<file path="src/rtl/bp_pkg.sv">
package bp_pkg;

  // Hold flags created in decode and carried down with each instruction.
  // A 1 means the targeted register loads its data part normally.
  typedef struct packed {
    logic ld_memwb;
    logic ld_exmem;
  } bp_hold_flags_t;

  localparam bp_hold_flags_t BP_FLAGS_LOAD = '{ld_memwb: 1'b1, ld_exmem: 1'b1};
  localparam bp_hold_flags_t BP_FLAGS_HOLD = '{ld_memwb: 1'b0, ld_exmem: 1'b0};

  // Critical part of the decode-to-execute register.
  typedef struct packed {
    bp_hold_flags_t flags;
    logic           load;
    logic           rf_we;
    logic           mem_we;
  } bp_idex_crit_t;

  // Critical part of the execute-to-memory register.
  typedef struct packed {
    logic ld_memwb;
    logic rf_we;
    logic mem_we;
  } bp_exmem_crit_t;

endpackage

</file>
<file path="src/rtl/bp_hazard.sv">
module bp_hazard #(
  parameter int RA_W  = 5,
  parameter int SRC_N = 2
) (
  input  logic                       ex_load,
  input  logic [RA_W-1:0]            ex_rd,
  input  logic [SRC_N-1:0][RA_W-1:0] src,
  output logic                       bubble
);

  logic [SRC_N-1:0] hit;
  logic             rd_live;

  generate
    for (genvar g = 0; g < SRC_N; g++) begin : g_src
      assign hit[g] = (src[g] == ex_rd);
    end
  endgenerate

  assign rd_live = (ex_rd != '0);

  always_comb begin
    bubble = ex_load && rd_live && (|hit);
  end

endmodule

</file>
<file path="src/rtl/bp_stage_reg.sv">
module bp_stage_reg #(
  parameter int               CRIT_W   = 2,
  parameter int               HOLD_W   = 8,
  parameter logic [CRIT_W-1:0] CRIT_RST = '0
) (
  input  logic              clk,
  input  logic              rst_n,
  input  logic [CRIT_W-1:0] crit_d,
  input  logic              hold_en,
  input  logic [HOLD_W-1:0] hold_d,
  output logic [CRIT_W-1:0] crit_q,
  output logic [HOLD_W-1:0] hold_q
);

  logic [CRIT_W-1:0] crit_n;
  logic [HOLD_W-1:0] hold_n;

  // Next state: critical part every cycle, data part only when enabled.
  always_comb begin
    crit_n = crit_d;
    hold_n = hold_q;
    if (hold_en) begin
      hold_n = hold_d;
    end
  end

  always_ff @(posedge clk or negedge rst_n) begin
    if (!rst_n) begin
      crit_q <= CRIT_RST;
      hold_q <= '0;
    end else begin
      crit_q <= crit_n;
      hold_q <= hold_n;
    end
  end

  // a deasserted enable freezes the data part across the edge.
  p_hold_stable_r6: assert property (@(posedge clk) disable iff (!rst_n)
    !hold_en |=> $stable(hold_q));

endmodule

</file>
<file path="src/rtl/bp_bubble_pipe.sv">
module bp_bubble_pipe #(
  parameter int DATA_W = 32,
  parameter int CTRL_W = 8,
  parameter int REG_N  = 32
) (
  input  logic                     clk,
  input  logic                     rst_n,
  input  logic [DATA_W-1:0]        dec_data,
  input  logic [CTRL_W-1:0]        dec_ctrl,
  input  logic [$clog2(REG_N)-1:0] dec_rs1,
  input  logic [$clog2(REG_N)-1:0] dec_rs2,
  input  logic [$clog2(REG_N)-1:0] dec_rd,
  input  logic                     dec_load,
  input  logic                     dec_mem_we,
  input  logic                     dec_rf_we,
  output logic                     stall_fetch,
  output logic                     stall_decode,
  output logic [DATA_W-1:0]        idex_data,
  output logic [CTRL_W-1:0]        idex_ctrl,
  output logic [$clog2(REG_N)-1:0] idex_rd,
  output logic                     idex_load,
  output logic                     idex_mem_we,
  output logic                     idex_rf_we,
  output logic [DATA_W-1:0]        exmem_data,
  output logic [CTRL_W-1:0]        exmem_ctrl,
  output logic [$clog2(REG_N)-1:0] exmem_rd,
  output logic                     exmem_mem_we,
  output logic                     exmem_rf_we,
  output logic [DATA_W-1:0]        memwb_data,
  output logic [CTRL_W-1:0]        memwb_ctrl,
  output logic [$clog2(REG_N)-1:0] memwb_rd,
  output logic                     memwb_rf_we
);
  import bp_pkg::*;

  localparam int RA_W    = $clog2(REG_N);
  localparam int HOLD_W  = CTRL_W + RA_W + DATA_W;
  localparam int IDEX_CW = $bits(bp_idex_crit_t);
  localparam int EXMEM_CW = $bits(bp_exmem_crit_t);
  localparam bp_idex_crit_t  IDEX_RST  = '{flags: BP_FLAGS_LOAD, load: 1'b0, rf_we: 1'b0, mem_we: 1'b0};
  localparam bp_exmem_crit_t EXMEM_RST = '{ld_memwb: 1'b1, rf_we: 1'b0, mem_we: 1'b0};

  // ---------------- decode: hazard check and bubble formation ----------------
  logic                  bubble;
  logic [1:0][RA_W-1:0]  srcs;
  bp_idex_crit_t         idex_crit_d, idex_crit_q;
  logic [HOLD_W-1:0]     dec_hold, idex_hold;

  assign srcs = {dec_rs2, dec_rs1};

  bp_hazard #(.RA_W(RA_W), .SRC_N(2)) u_hazard (
    .ex_load (idex_crit_q.load),
    .ex_rd   (idex_rd),
    .src     (srcs),
    .bubble  (bubble)
  );

  assign stall_fetch  = bubble;
  assign stall_decode = bubble;
  assign dec_hold     = {dec_ctrl, dec_rd, dec_data};

  always_comb begin
    if (bubble) begin
      idex_crit_d = '{flags: BP_FLAGS_HOLD, load: 1'b0, rf_we: 1'b0, mem_we: 1'b0};
    end else begin
      idex_crit_d = '{flags: BP_FLAGS_LOAD, load: dec_load, rf_we: dec_rf_we, mem_we: dec_mem_we};
    end
  end

  // ---------------- decode-to-execute ----------------
  logic [IDEX_CW-1:0] idex_crit_raw;

  bp_stage_reg #(.CRIT_W(IDEX_CW), .HOLD_W(HOLD_W), .CRIT_RST(IDEX_RST)) u_idex (
    .clk     (clk),
    .rst_n   (rst_n),
    .crit_d  (idex_crit_d),
    .hold_en (!bubble),
    .hold_d  (dec_hold),
    .crit_q  (idex_crit_raw),
    .hold_q  (idex_hold)
  );

  assign idex_crit_q = bp_idex_crit_t'(idex_crit_raw);
  assign {idex_ctrl, idex_rd, idex_data} = idex_hold;
  assign idex_load   = idex_crit_q.load;
  assign idex_mem_we = idex_crit_q.mem_we;
  assign idex_rf_we  = idex_crit_q.rf_we;

  // ---------------- execute-to-memory ----------------
  bp_exmem_crit_t      exmem_crit_d, exmem_crit_q;
  logic [EXMEM_CW-1:0] exmem_crit_raw;
  logic [HOLD_W-1:0]   exmem_hold;

  always_comb begin
    exmem_crit_d = '{ld_memwb: idex_crit_q.flags.ld_memwb,
                     rf_we:    idex_crit_q.rf_we,
                     mem_we:   idex_crit_q.mem_we};
  end

  bp_stage_reg #(.CRIT_W(EXMEM_CW), .HOLD_W(HOLD_W), .CRIT_RST(EXMEM_RST)) u_exmem (
    .clk     (clk),
    .rst_n   (rst_n),
    .crit_d  (exmem_crit_d),
    .hold_en (idex_crit_q.flags.ld_exmem),
    .hold_d  (idex_hold),
    .crit_q  (exmem_crit_raw),
    .hold_q  (exmem_hold)
  );

  assign exmem_crit_q = bp_exmem_crit_t'(exmem_crit_raw);
  assign {exmem_ctrl, exmem_rd, exmem_data} = exmem_hold;
  assign exmem_mem_we = exmem_crit_q.mem_we;
  assign exmem_rf_we  = exmem_crit_q.rf_we;

  // ---------------- memory-to-write-back ----------------
  logic [HOLD_W-1:0] memwb_hold;

  bp_stage_reg #(.CRIT_W(1), .HOLD_W(HOLD_W), .CRIT_RST(1'b0)) u_memwb (
    .clk     (clk),
    .rst_n   (rst_n),
    .crit_d  (exmem_crit_q.rf_we),
    .hold_en (exmem_crit_q.ld_memwb),
    .hold_d  (exmem_hold),
    .crit_q  (memwb_rf_we),
    .hold_q  (memwb_hold)
  );

  assign {memwb_ctrl, memwb_rd, memwb_data} = memwb_hold;

  // ---------------- assertions ----------------
  p_stall_cause_r2: assert property (@(posedge clk) disable iff (!rst_n)
    stall_fetch |-> (idex_load && (idex_rd != '0) && ((idex_rd == dec_rs1) || (idex_rd == dec_rs2))));

  p_zero_dest_r3: assert property (@(posedge clk) disable iff (!rst_n)
    (idex_rd == '0) |-> !stall_decode);

  p_one_bubble_r4: assert property (@(posedge clk) disable iff (!rst_n)
    stall_decode |=> !stall_decode);

  p_idex_quiet_r5: assert property (@(posedge clk) disable iff (!rst_n)
    stall_decode |=> (!idex_mem_we && !idex_rf_we && !idex_load));

  p_exmem_quiet_r7: assert property (@(posedge clk) disable iff (!rst_n)
    stall_decode |=> ##1 (!exmem_mem_we && !exmem_rf_we && $stable(exmem_data)));

  p_memwb_quiet_r8: assert property (@(posedge clk) disable iff (!rst_n)
    stall_decode |=> ##2 (!memwb_rf_we && $stable(memwb_data)));

  p_stall_pair: assert property (@(posedge clk) disable iff (!rst_n)
    stall_fetch == stall_decode);

endmodule

</file>
<file path="config.mk">
export PLATFORM = sky130hd
export DESIGN_NAME = bp_bubble_pipe
export DESIGN_NICKNAME = d
export VERILOG_FILES = /design/src/rtl/bp_pkg.sv /design/src/rtl/bp_hazard.sv /design/src/rtl/bp_stage_reg.sv /design/src/rtl/bp_bubble_pipe.sv
export SDC_FILE = /design/constraint.sdc
export NUM_CORES = 1
export LEC_CHECK = 0
export BUFFER_PORTS_ARGS = -buffer_cell sky130_fd_sc_hd__buf_4
export CAP_MARGIN = 40
export CORE_AREA = 10 10 129 131
export CTS_CLUSTER_SIZE = 20
export DETAILED_ROUTE_END_ITERATION = 6
export DIE_AREA = 0 0 139 141
export PLACE_DENSITY = 0.71
export SYNTH_ARGS = -nofsm -noshare
export SYNTH_HDL_FRONTEND = slang
export SYNTH_SLANG_ARGS = --single-unit
</file>
<file path="constraint.sdc">
create_clock -name clk -period 4.66 [get_ports clk]
set_clock_uncertainty 0.1 [all_clocks]
set_input_delay 0.466 -clock clk [delete_from_list [all_inputs] [get_ports clk]]
set_output_delay 0.466 -clock clk [all_outputs]
set_load 0.1 [all_outputs]
</file>
==> results of run 1 <==
report_power, final:
part           leakage, nW  switching, mW  internal (mW)
Clock                0.277          0.476          0.825
Combinational         1.75          0.973          0.290
Sequential            1.66         0.0876           1.35
Total                 3.70           1.54           2.47
logic make-up after synthesis:
kind of cell / share of synthesized area, %
DFF: 64.8
muxes: 30.6
and+or+nand+nor: 0.838
AOI/OAI and AO/OA: 0.249
xor gates and xnor gates: 1.59
buffers and inverters: 1.90
metal layers:
metal	vias to the layer above	GRT usage [%]	part of all wire (%)
met3	17	6.32	8.1
li1	1527	-	-
met1	1762	16.3	41
met5	-	0	0
met2	132	23.2	50
met4	0	5.16	1.5
synth_stat cells (all sizes together):
master | n | area, um^2
dfstp | 2 | 52.6
nor2b | 3 | 18.8
xor2 | 6 | 52.6
nand3 | 2 | 10.0
mux2 | 135 | 1690
inv | 1 | 3.75
a21oi | 1 | 8.76
xnor2 | 4 | 35.0
buf | 11 | 82.6
nor3 | 2 | 10.0
clkbuf | 5 | 18.8
o21ai | 1 | 5.00
dfrtp | 141 | 3530
or4 | 1 | 7.51
worst paths after layout:
| path | start | end | slack [ns] | depth (start not counted) |
|---|---|---|---|---|
| max | u_idex.hold_q[32] | stall_decode | 1.58 | 5 |
| min | dec_load | u_idex.crit_q[2] | 0.17 | 2 |
| max reg2reg | u_idex.hold_q[32] | u_idex.hold_q[26] | 2.04 | 6 |
| min reg2reg | u_idex.crit_q[1] | u_exmem.crit_q[1] | 0.28 | 0 |
| max in group asynchronous | rst_n | u_idex.hold_q[24] | 2.86 | 4 |
| min in group asynchronous | rst_n | u_memwb.hold_q[5] | 0.38 | 2 |
worst max-delay path: cells and delay by family (launching register included):
kind	cells	cell delay [ns]
buffers and inverters	1	0.42
DFF	1	0.47
AOI/OAI and AO/OA	1	0.68
xor gates and xnor gates	1	0.20
and+or+nand+nor	2	0.32
sequential cells by signal, indices dropped and copies added, names as in the netlist:
register        cells
u_memwb.crit_q      1
u_exmem.hold_q     45
u_exmem.crit_q      3
u_memwb.hold_q     45
u_idex.hold_q      45
u_idex.crit_q       4
area by class of cell:
| type | instances | share of cell area, % |
|---|---|---|
| inverters | 1 | 0.0480 |
| clock inverters | 6 | 1.05 |
| well taps | 184 | 2.94 |
| clock buffers | 25 | 6.20 |
| repair buffers | 208 | 20.4 |
| flip-flops and latches | 143 | 45.7 |
| multi-input cells | 155 | 23.6 |
through the flow:
stage          hold WS, ns  utilization (%)  power (mW)  area, um^2  setup WS [ns]
6_report             0.171             55.1        4.01        7830           1.58
4_1_cts              0.150             55.1        4.06        7830           1.50
3_3_place_gp         0.258             50.8        2.72        7220           1.89
3_5_place_dp         0.234             51.0        2.74        7250           1.89
2_1_floorplan       0.0704                -        2.41        5520           1.70
5_1_grt              0.156             55.1        4.15        7830           1.42
==> flow_summary.json, run 1 <==
{
  "drt_iter0_markers": 93,
  "tightest_slew_ns": 0.808,
  "vias": 3438,
  "post_cts_resized": 0,
  "vdd_drop_max_mv": 0.242,
  "grt_pass1_wl_um": 22300,
  "wl_per_cell_um": 19.0,
  "synth_cell_types": 17,
  "grt_max_degree": 78,
  "crit_fanout": 17,
  "worstPathCellList": "xor2_1 > nor3_1 > nand3_1 > a21oi_4 > buf_4",
  "critical-path-slowest-cell": "a21oi_4",
  "fmax_mhz": 325,
  "clock_latency_ns": 0.41,
  "die_h_um": 141,
  "area_delta_synth_final_pct": 41.7,
  "post_cts.repair.setup_buffers": 0,
  "grt_util_all_layers_pct": 14.2,
  "multi_input_area_um2": 1840,
  "synth_seq_cells": 143,
  "numPortBuffers": 202,
  "cp.required_ns": 4.09,
  "via_per_inst": 4.76,
  "nNetsFinal": 586,
  "finalSetupViolCount": 0,
  "cts_tree": "built",
  "syn_area_um2": 5520,
  "hold_viol": 0,
  "status": "completed",
  "p_per_area_nw_per_um2": 512,
  "core_area_um2": 14200,
  "fillers": 1195,
  "syn_nets": 375,
  "fin_cells": 722,
  "routed_wirelength_um": 13700,
  "final_common_cell": "buf_4",
  "grt_setup_unrepaired": "false",
  "finalCritPeriodShare_pct": 66.1,
  "ant_nets": 0,
  "seq_area_um2": 3580,
  "grt_pass1_vias": 3958,
  "drtPass1Iterations": 3,
  "cts.htree.levels": 4,
  "dieWidth_um": 139,
  "ioPinCount": 203,
  "worstPathArrival_ns": 2.51,
  "ctsHoldBuffers": 1,
  "drv_slew": 0,
  "relSlewSlack_pct": 46.0,
  "dp.cells": 690,
  "p_leak_nw": 3.70,
  "grt_antenna_before_repair": 0,
  "cts_buffers": 17,
  "post-dp-hpwl_um": 10100,
  "fin_tns_setup_ns": 0,
  "cts_buffer_depth": 2,
  "max_stage_delay_ns": 0.68,
  "max_cap_viol_count": 0,
  "grt-ovfl-total": 0,
  "row_count": 44,
  "layout-drive-gt1-share_pct": 69.0,
  "ys_seq_area_share_pct": 64.8,
  "hp-class": "primary input to flop",
  "timing.final.crit_period_ns": 3.08,
  "layout_common_cells": "204 x buf_4, 141 x dfrtp_1, 90 x mux2_2",
  "clk_pin_slew_ns": 0.06,
  "startpoint_type": "flop",
  "dieArea_um2": 19600,
  "diodes": 0,
  "critical_path_class": "flop to output pin",
  "netlist_instances": 315,
  "root_buffer": "clkbuf_16",
  "yosysWarnings": 0,
  "synth.avg_cell_area_um2": 17.5,
  "start_util_pct": 38.9,
  "drc": 0,
  "gp_congestion": 0.772,
  "endpoint_kind": "output pin",
  "clock_sinks": 143
}
Power figures use the tool's default switching activity.
==> inputs of run 2 (changes only) <==
--- a/config.mk
+++ b/config.mk
@@ -11,7 +11,7 @@
 export CTS_CLUSTER_SIZE = 20
 export DETAILED_ROUTE_END_ITERATION = 6
 export DIE_AREA = 0 0 139 141
-export PLACE_DENSITY = 0.71
+export PLACE_DENSITY = 0.74
 export SYNTH_ARGS = -nofsm -noshare
 export SYNTH_HDL_FRONTEND = slang
 export SYNTH_SLANG_ARGS = --single-unit
==> constraint.sdc (replaced) <==
create_clock -name clk -period 2.7 [get_ports clk]
set_clock_uncertainty 0.1 [all_clocks]
set_input_delay 0.27 -clock clk [delete_from_list [all_inputs] [get_ports clk]]
set_output_delay 0.27 -clock clk [all_outputs]
set_load 0.1 [all_outputs]
==> run 2 against run 1 <==
Sequential cell count stayed put; sequential share of layout area is 2.8 points lower; power is 75% higher; critical path depth is 1 higher; die area stayed put; largest cell class unchanged; non-clock buffer count is 50 higher; highest routed layer unchanged; worst hold slack better by 0.11 ns; register-to-register slack worse by 1.5 ns; global-route usage is 0.24 points higher; first-iteration DRC count is 17% lower; via count is 4.6% higher; sequential power is 73% higher.
==> flow_summary.json, run 2 (synthesis gave the netlist of run 1 again) <==
{
  "gp_congestion": 0.773,
  "fmax_mhz": 387,
  "critical-path-slowest-cell": "dfrtp_2",
  "cp.required_ns": 2.33,
  "post_cts.repair.setup_buffers": 0,
  "clock_sinks": 143,
  "max_stage_delay_ns": 0.45,
  "diodes": 0,
  "post-dp-hpwl_um": 10200,
  "vdd_drop_max_mv": 0.446,
  "seq_power_share_pct": 35.4,
  "wl_per_cell_um": 18.7,
  "layout_common_cells": "203 x buf_4, 137 x dfrtp_1, 90 x mux2_2",
  "p_leak_nw": 3.90,
  "finalSetupViolCount": 0,
  "clkPwrFrac_pct": 32.4,
  "p_per_area_nw_per_um2": 840,
  "via_per_inst": 4.65,
  "critical_path_class": "flop to output pin",
  "cts_tree": "built",
  "internal_power_mw": 4.27,
  "clock_latency_ns": 0.42,
  "cp-startpoint": "u_idex.hold_q[32]",
  "reg_top3": "u_exmem.hold_q x45, u_idex.hold_q x45, u_memwb.hold_q x45",
  "hold_viol": 0,
  "finalCritPeriodShare_pct": 95.7,
  "drtPass1Iterations": 3,
  "fin_tns_setup_ns": 0,
  "grt_max_degree": 67,
  "dieWidth_um": 139,
  "fillers": 1076,
  "root_buffer": "clkbuf_16",
  "final_common_cell": "buf_4",
  "hp-start": "u_idex.crit_q[0]",
  "layout-drive-gt1-share_pct": 64.9,
  "clk_pin_slew_ns": 0.06,
  "startpoint_type": "flop",
  "ioPinCount": 203,
  "vias": 3597,
  "worstPathCellList": "xor2_1 > nor3_1 > nand3_1 > a21oi_4 > buf_12 > buf_6",
  "drc": 0,
  "power.share.switching_pct": 39.2,
  "switching_power_mw": 2.75,
  "crit_fanout": 34,
  "fin_cells": 773,
  "cts.htree.levels": 4,
  "cts_buffer_depth": 2,
  "nNetsFinal": 636,
  "die_h_um": 141,
  "max_cap_viol_count": 0,
  "drt_iter0_markers": 77,
  "start_util_pct": 38.9,
  "numPortBuffers": 202,
  "comb_power_share_pct": 32.1,
  "power.total_mw": 7.02,
  "r2r-start": "u_idex.hold_q[32]",
  "area_delta_synth_final_pct": 51.3,
  "endpoint_kind": "output pin",
  "grt-ovfl-total": 0,
  "dieArea_um2": 19600,
  "grt_pass1_wl_um": 22700,
  "worstPathArrival_ns": 2.21,
  "ant_nets": 0,
  "grt_antenna_before_repair": 0,
  "multi_input_area_um2": 1840,
  "routed_wirelength_um": 14500,
  "cts_buffers": 17,
  "grt_setup_unrepaired": "false",
  "grt_util_all_layers_pct": 14.5,
  "hp-class": "flop to flop",
  "timing.final.crit_period_ns": 2.58,
  "seq_area_um2": 3590,
  "grt_pass1_vias": 4118,
  "tightest_slew_ns": 0.606,
  "dp.cells": 692,
  "drv_slew": 0,
  "relSlewSlack_pct": 59.6,
  "status": "completed",
  "row_count": 44,
  "core_area_um2": 14200
}
==> run 2: changes by cell type in the layout (fill, tap and decap cells not counted), sizes merged <==
cell         previous run  this run
dlygate4sd3             1        49
clkinvlp                1         6
buf                   207       209
clkbuf                 25        19
clkinv                  3         5
==> run 2: per-layer routing <==
metal,track usage [%],wire length (um),up-vias
li1,-,-,1629
met1,15.9,5720,1816
met2,24.3,7470,133
met3,6.55,1040,19
met4,5.27,262,0
met5,0,0,-
==> run 2: critical path: cells and delay by family (launching register included) <==
family,cells,cell delay (ns)
buffers and inverters,2,0.55
DFF,1,0.45
and+or+nand+nor,2,0.38
AOI/OAI and AO/OA,1,0.21
xor gates and xnor gates,1,0.17
==> run 2: final cells by class <==
type	instances	share of cell area, %
multi-input cells	155	22.1
repair buffers	258	25.2
clock inverters	13	1.69
flip-flops and latches	143	42.9
inverters	1	0.0449
clock buffers	19	5.30
well taps	184	2.75
==> run 2: final timing paths <==
kind,cells past startpoint,endpoint,slack (ns)
max,6,stall_decode,0.12
min,0,u_exmem.crit_q[0],0.28
max reg2reg,6,u_idex.hold_q[1],0.56
min reg2reg,0,u_exmem.crit_q[0],0.28
max in group asynchronous,3,u_exmem.crit_q[2],1.38
min in group asynchronous,2,u_idex.hold_q[7],0.32
==> run 2: what timing repair did <==
| action | 4_1_cts | 5_1_grt |
|---|---|---|
| endpoints found under the setup margin | 0 | 2 |
| resized for setup | 0 | 2 |
| endpoints found under the hold margin | 111 | 1 |
| hold buffers | 48 | 1 |
==> run 2: power groups by stage <==
stage	logic, mW	registers [mW]	clock network (mW)
after floorplan	0.278	3.89	0
after global placement	2.19	2.51	0
after detailed placement	2.21	2.52	0
after CTS	2.27	2.49	2.33
after global routing	2.32	2.51	2.42
final	2.25	2.49	2.28
==> run 2: stage by stage <==
| stage | instance area, um^2 | setup WS, ns | utilization, % | hold WS (ns) |
|---|---|---|---|---|
| final | 8360 | 0.117 | 58.8 | 0.278 |
| after global routing | 8360 | 0.0156 | 58.8 | 0.291 |
| after CTS | 8340 | 0.0397 | 58.7 | 0.000716 |
| after detailed placement | 7270 | 0.498 | 51.2 | 0.205 |
| after global placement | 7270 | 0.559 | 51.2 | 0.191 |
| after floorplan | 5530 | 0.0770 | - | -0.126 |
==> inputs of run 3 (changes only) <==
--- a/config.mk
+++ b/config.mk
@@ -11,6 +11,7 @@
 export CTS_CLUSTER_SIZE = 20
 export DETAILED_ROUTE_END_ITERATION = 6
 export DIE_AREA = 0 0 139 141
+export GPL_TIMING_DRIVEN = 0
 export PLACE_DENSITY = 0.74
 export SYNTH_ARGS = -nofsm -noshare
 export SYNTH_HDL_FRONTEND = slang
==> run 3 against run 2 <==
Sequential share of layout area shrank 0.56 points; via count grew 1.3%; die area stayed put; critical endpoint is now stall_fetch; routed wire length grew 0.68%; combinational power is essentially flat; fmax is 0.43% higher.
==> flow_summary.json, run 3 (synthesis gave the netlist of run 1 again) <==
{
  "drtPass1Iterations": 3,
  "nNetsFinal": 647,
  "area_delta_synth_final_pct": 53.3,
  "status": "completed",
  "hp-class": "flop to flop",
  "p_per_area_nw_per_um2": 864,
  "root_buffer": "clkbuf_16",
  "setup_slack_ns": 0.128,
  "vias": 3642,
  "dieWidth_um": 139,
  "grt_util_all_layers_pct": 14.9,
  "p_leak_nw": 3.97,
  "grt_antenna_before_repair": 0,
  "ant_nets": 0,
  "drv_slew": 0,
  "cts_buffer_depth": 2,
  "max_cap_viol_count": 0,
  "fmax_mhz": 389,
  "row_count": 44,
  "via_per_inst": 4.65,
  "grt_setup_unrepaired": "false",
  "grt_pass1_vias": 4203,
  "grt-ovfl-total": 0,
  "drc": 0,
  "cts.htree.levels": 4,
  "drt_iter0_markers": 101,
  "die_h_um": 141,
  "startpoint_type": "flop",
  "worstPathArrival_ns": 2.20,
  "finalSetupViolCount": 0,
  "routed_wirelength_um": 14600,
  "hold_viol": 0,
  "diodes": 0,
  "fillers": 1115,
  "timing.final.crit_period_ns": 2.57,
  "switching_power_mw": 2.72,
  "post-dp-hpwl_um": 10300,
  "endpoint_kind": "output pin",
  "power.total_mw": 7.31,
  "cts_tree": "built",
  "internal_power_mw": 4.60,
  "fin_tns_setup_ns": 0,
  "finalCritPeriodShare_pct": 95.3,
  "numPortBuffers": 202,
  "relSlewSlack_pct": 55.8,
  "grt_pass1_wl_um": 23300,
  "ioPinCount": 203,
  "wl_per_cell_um": 18.6,
  "pre_cts_ws_ns": 0.363,
  "critical_path_class": "flop to output pin",
  "clkPwrFrac_pct": 35.2,
  "layout_common_cells": "203 x buf_4, 137 x dfrtp_1, 90 x mux2_2",
  "cp.required_ns": 2.33,
  "start_util_pct": 38.9,
  "core_area_um2": 14200,
  "clk_pin_slew_ns": 0.06,
  "power.share.switching_pct": 37.2,
  "seq_power_share_pct": 33.9,
  "vdd_drop_max_mv": 0.346,
  "layout-drive-gt1-share_pct": 63.8,
  "tightest_slew_ns": 0.664,
  "cts_buffers": 17,
  "gp_congestion": 0.741,
  "placed_cell_area_um2": 7310,
  "grt_max_degree": 87,
  "reg_top3": "u_exmem.hold_q x45, u_idex.hold_q x45, u_memwb.hold_q x45",
  "clock_sinks": 143,
  "dieArea_um2": 19600,
  "finalInstanceArea_um2": 8470,
  "comb_power_share_pct": 30.9,
  "clock_latency_ns": 0.41,
  "crit_fanout": 11,
  "final_common_cell": "buf_4"
}
## run 3: cell types whose count changed in the layout (fill, tap and decap cells not counted), sizes merged
| cell | before | now |
|---|---|---|
| clkbuf | 19 | 26 |
| buf | 209 | 215 |
| clkinvlp | 6 | 2 |
| bufinv | 2 | 5 |
| clkinv | 5 | 4 |
## run 3: power groups by stage
stage | clock network [mW] | logic [mW] | registers, mW
2_1_floorplan | 0 | 0.278 | 3.89
3_3_place_gp | 0 | 2.20 | 2.50
3_5_place_dp | 0 | 2.22 | 2.51
4_1_cts | 2.64 | 2.28 | 2.48
5_1_grt | 2.73 | 2.33 | 2.51
6_report | 2.57 | 2.26 | 2.48
## run 3: worst paths after layout
check,startpoint,endpoint,slack [ns],depth (start not counted)
max,u_idex.hold_q[34],stall_fetch,0.13,6
min,u_idex.crit_q[3],u_exmem.crit_q[2],0.27,0
max reg2reg,u_idex.crit_q[3],u_exmem.hold_q[6],0.56,3
min reg2reg,u_idex.crit_q[3],u_exmem.crit_q[2],0.27,0
max in group asynchronous,rst_n,u_exmem.crit_q[2],1.37,3
min in group asynchronous,rst_n,u_idex.hold_q[7],0.29,2
## run 3: routing by layer
metal  track usage (%)  wire (um)
met5                 0          0
met4              5.38        258
met3              5.68        925
met2              24.9       7440
met1              17.1       5970
## run 3: layout make-up
| class | count | area, um^2 | share of cell area, % |
|---|---|---|---|
| timing repair buffer | 253 | 2050 | 24.2 |
| sequential | 143 | 3590 | 42.4 |
| multi-input combinational | 155 | 1840 | 21.8 |
| inverter | 1 | 3.75 | 0.0443 |
| buffer | 16 | 101 | 1.20 |
| clock buffer | 21 | 470 | 5.56 |
| clock inverter | 11 | 185 | 2.19 |
| tap | 184 | 230 | 2.72 |
## run 3: through the flow
stage	std cells	hold slack [ns]	utilization [%]
floorplan	315	-0.126	-
global placement	701	0.253	51.2
detailed placement	702	0.169	51.4
CTS	784	0.267	59.6
global route	784	0.270	59.6
finish	784	0.266	59.6
## run 3: what timing repair did
| item | in CTS | in global routing |
|---|---|---|
| setup buffers | 1 | 0 |
| gates resized for setup | 1 | 0 |
| endpoints found under the setup margin | 2 | 0 |
| endpoints found under the hold margin | 105 | 0 |
| hold buffers | 49 | 0 |
## run 3: worst max-delay path, cell delays in order (launching register included)
cell and delay [ns]:
dfrtp_1 0.46, or4_1 0.52, o21ai_1 0.22, a21oi_4 0.06, buf_6 0.16, buf_4 0.14
buf_4 0.22
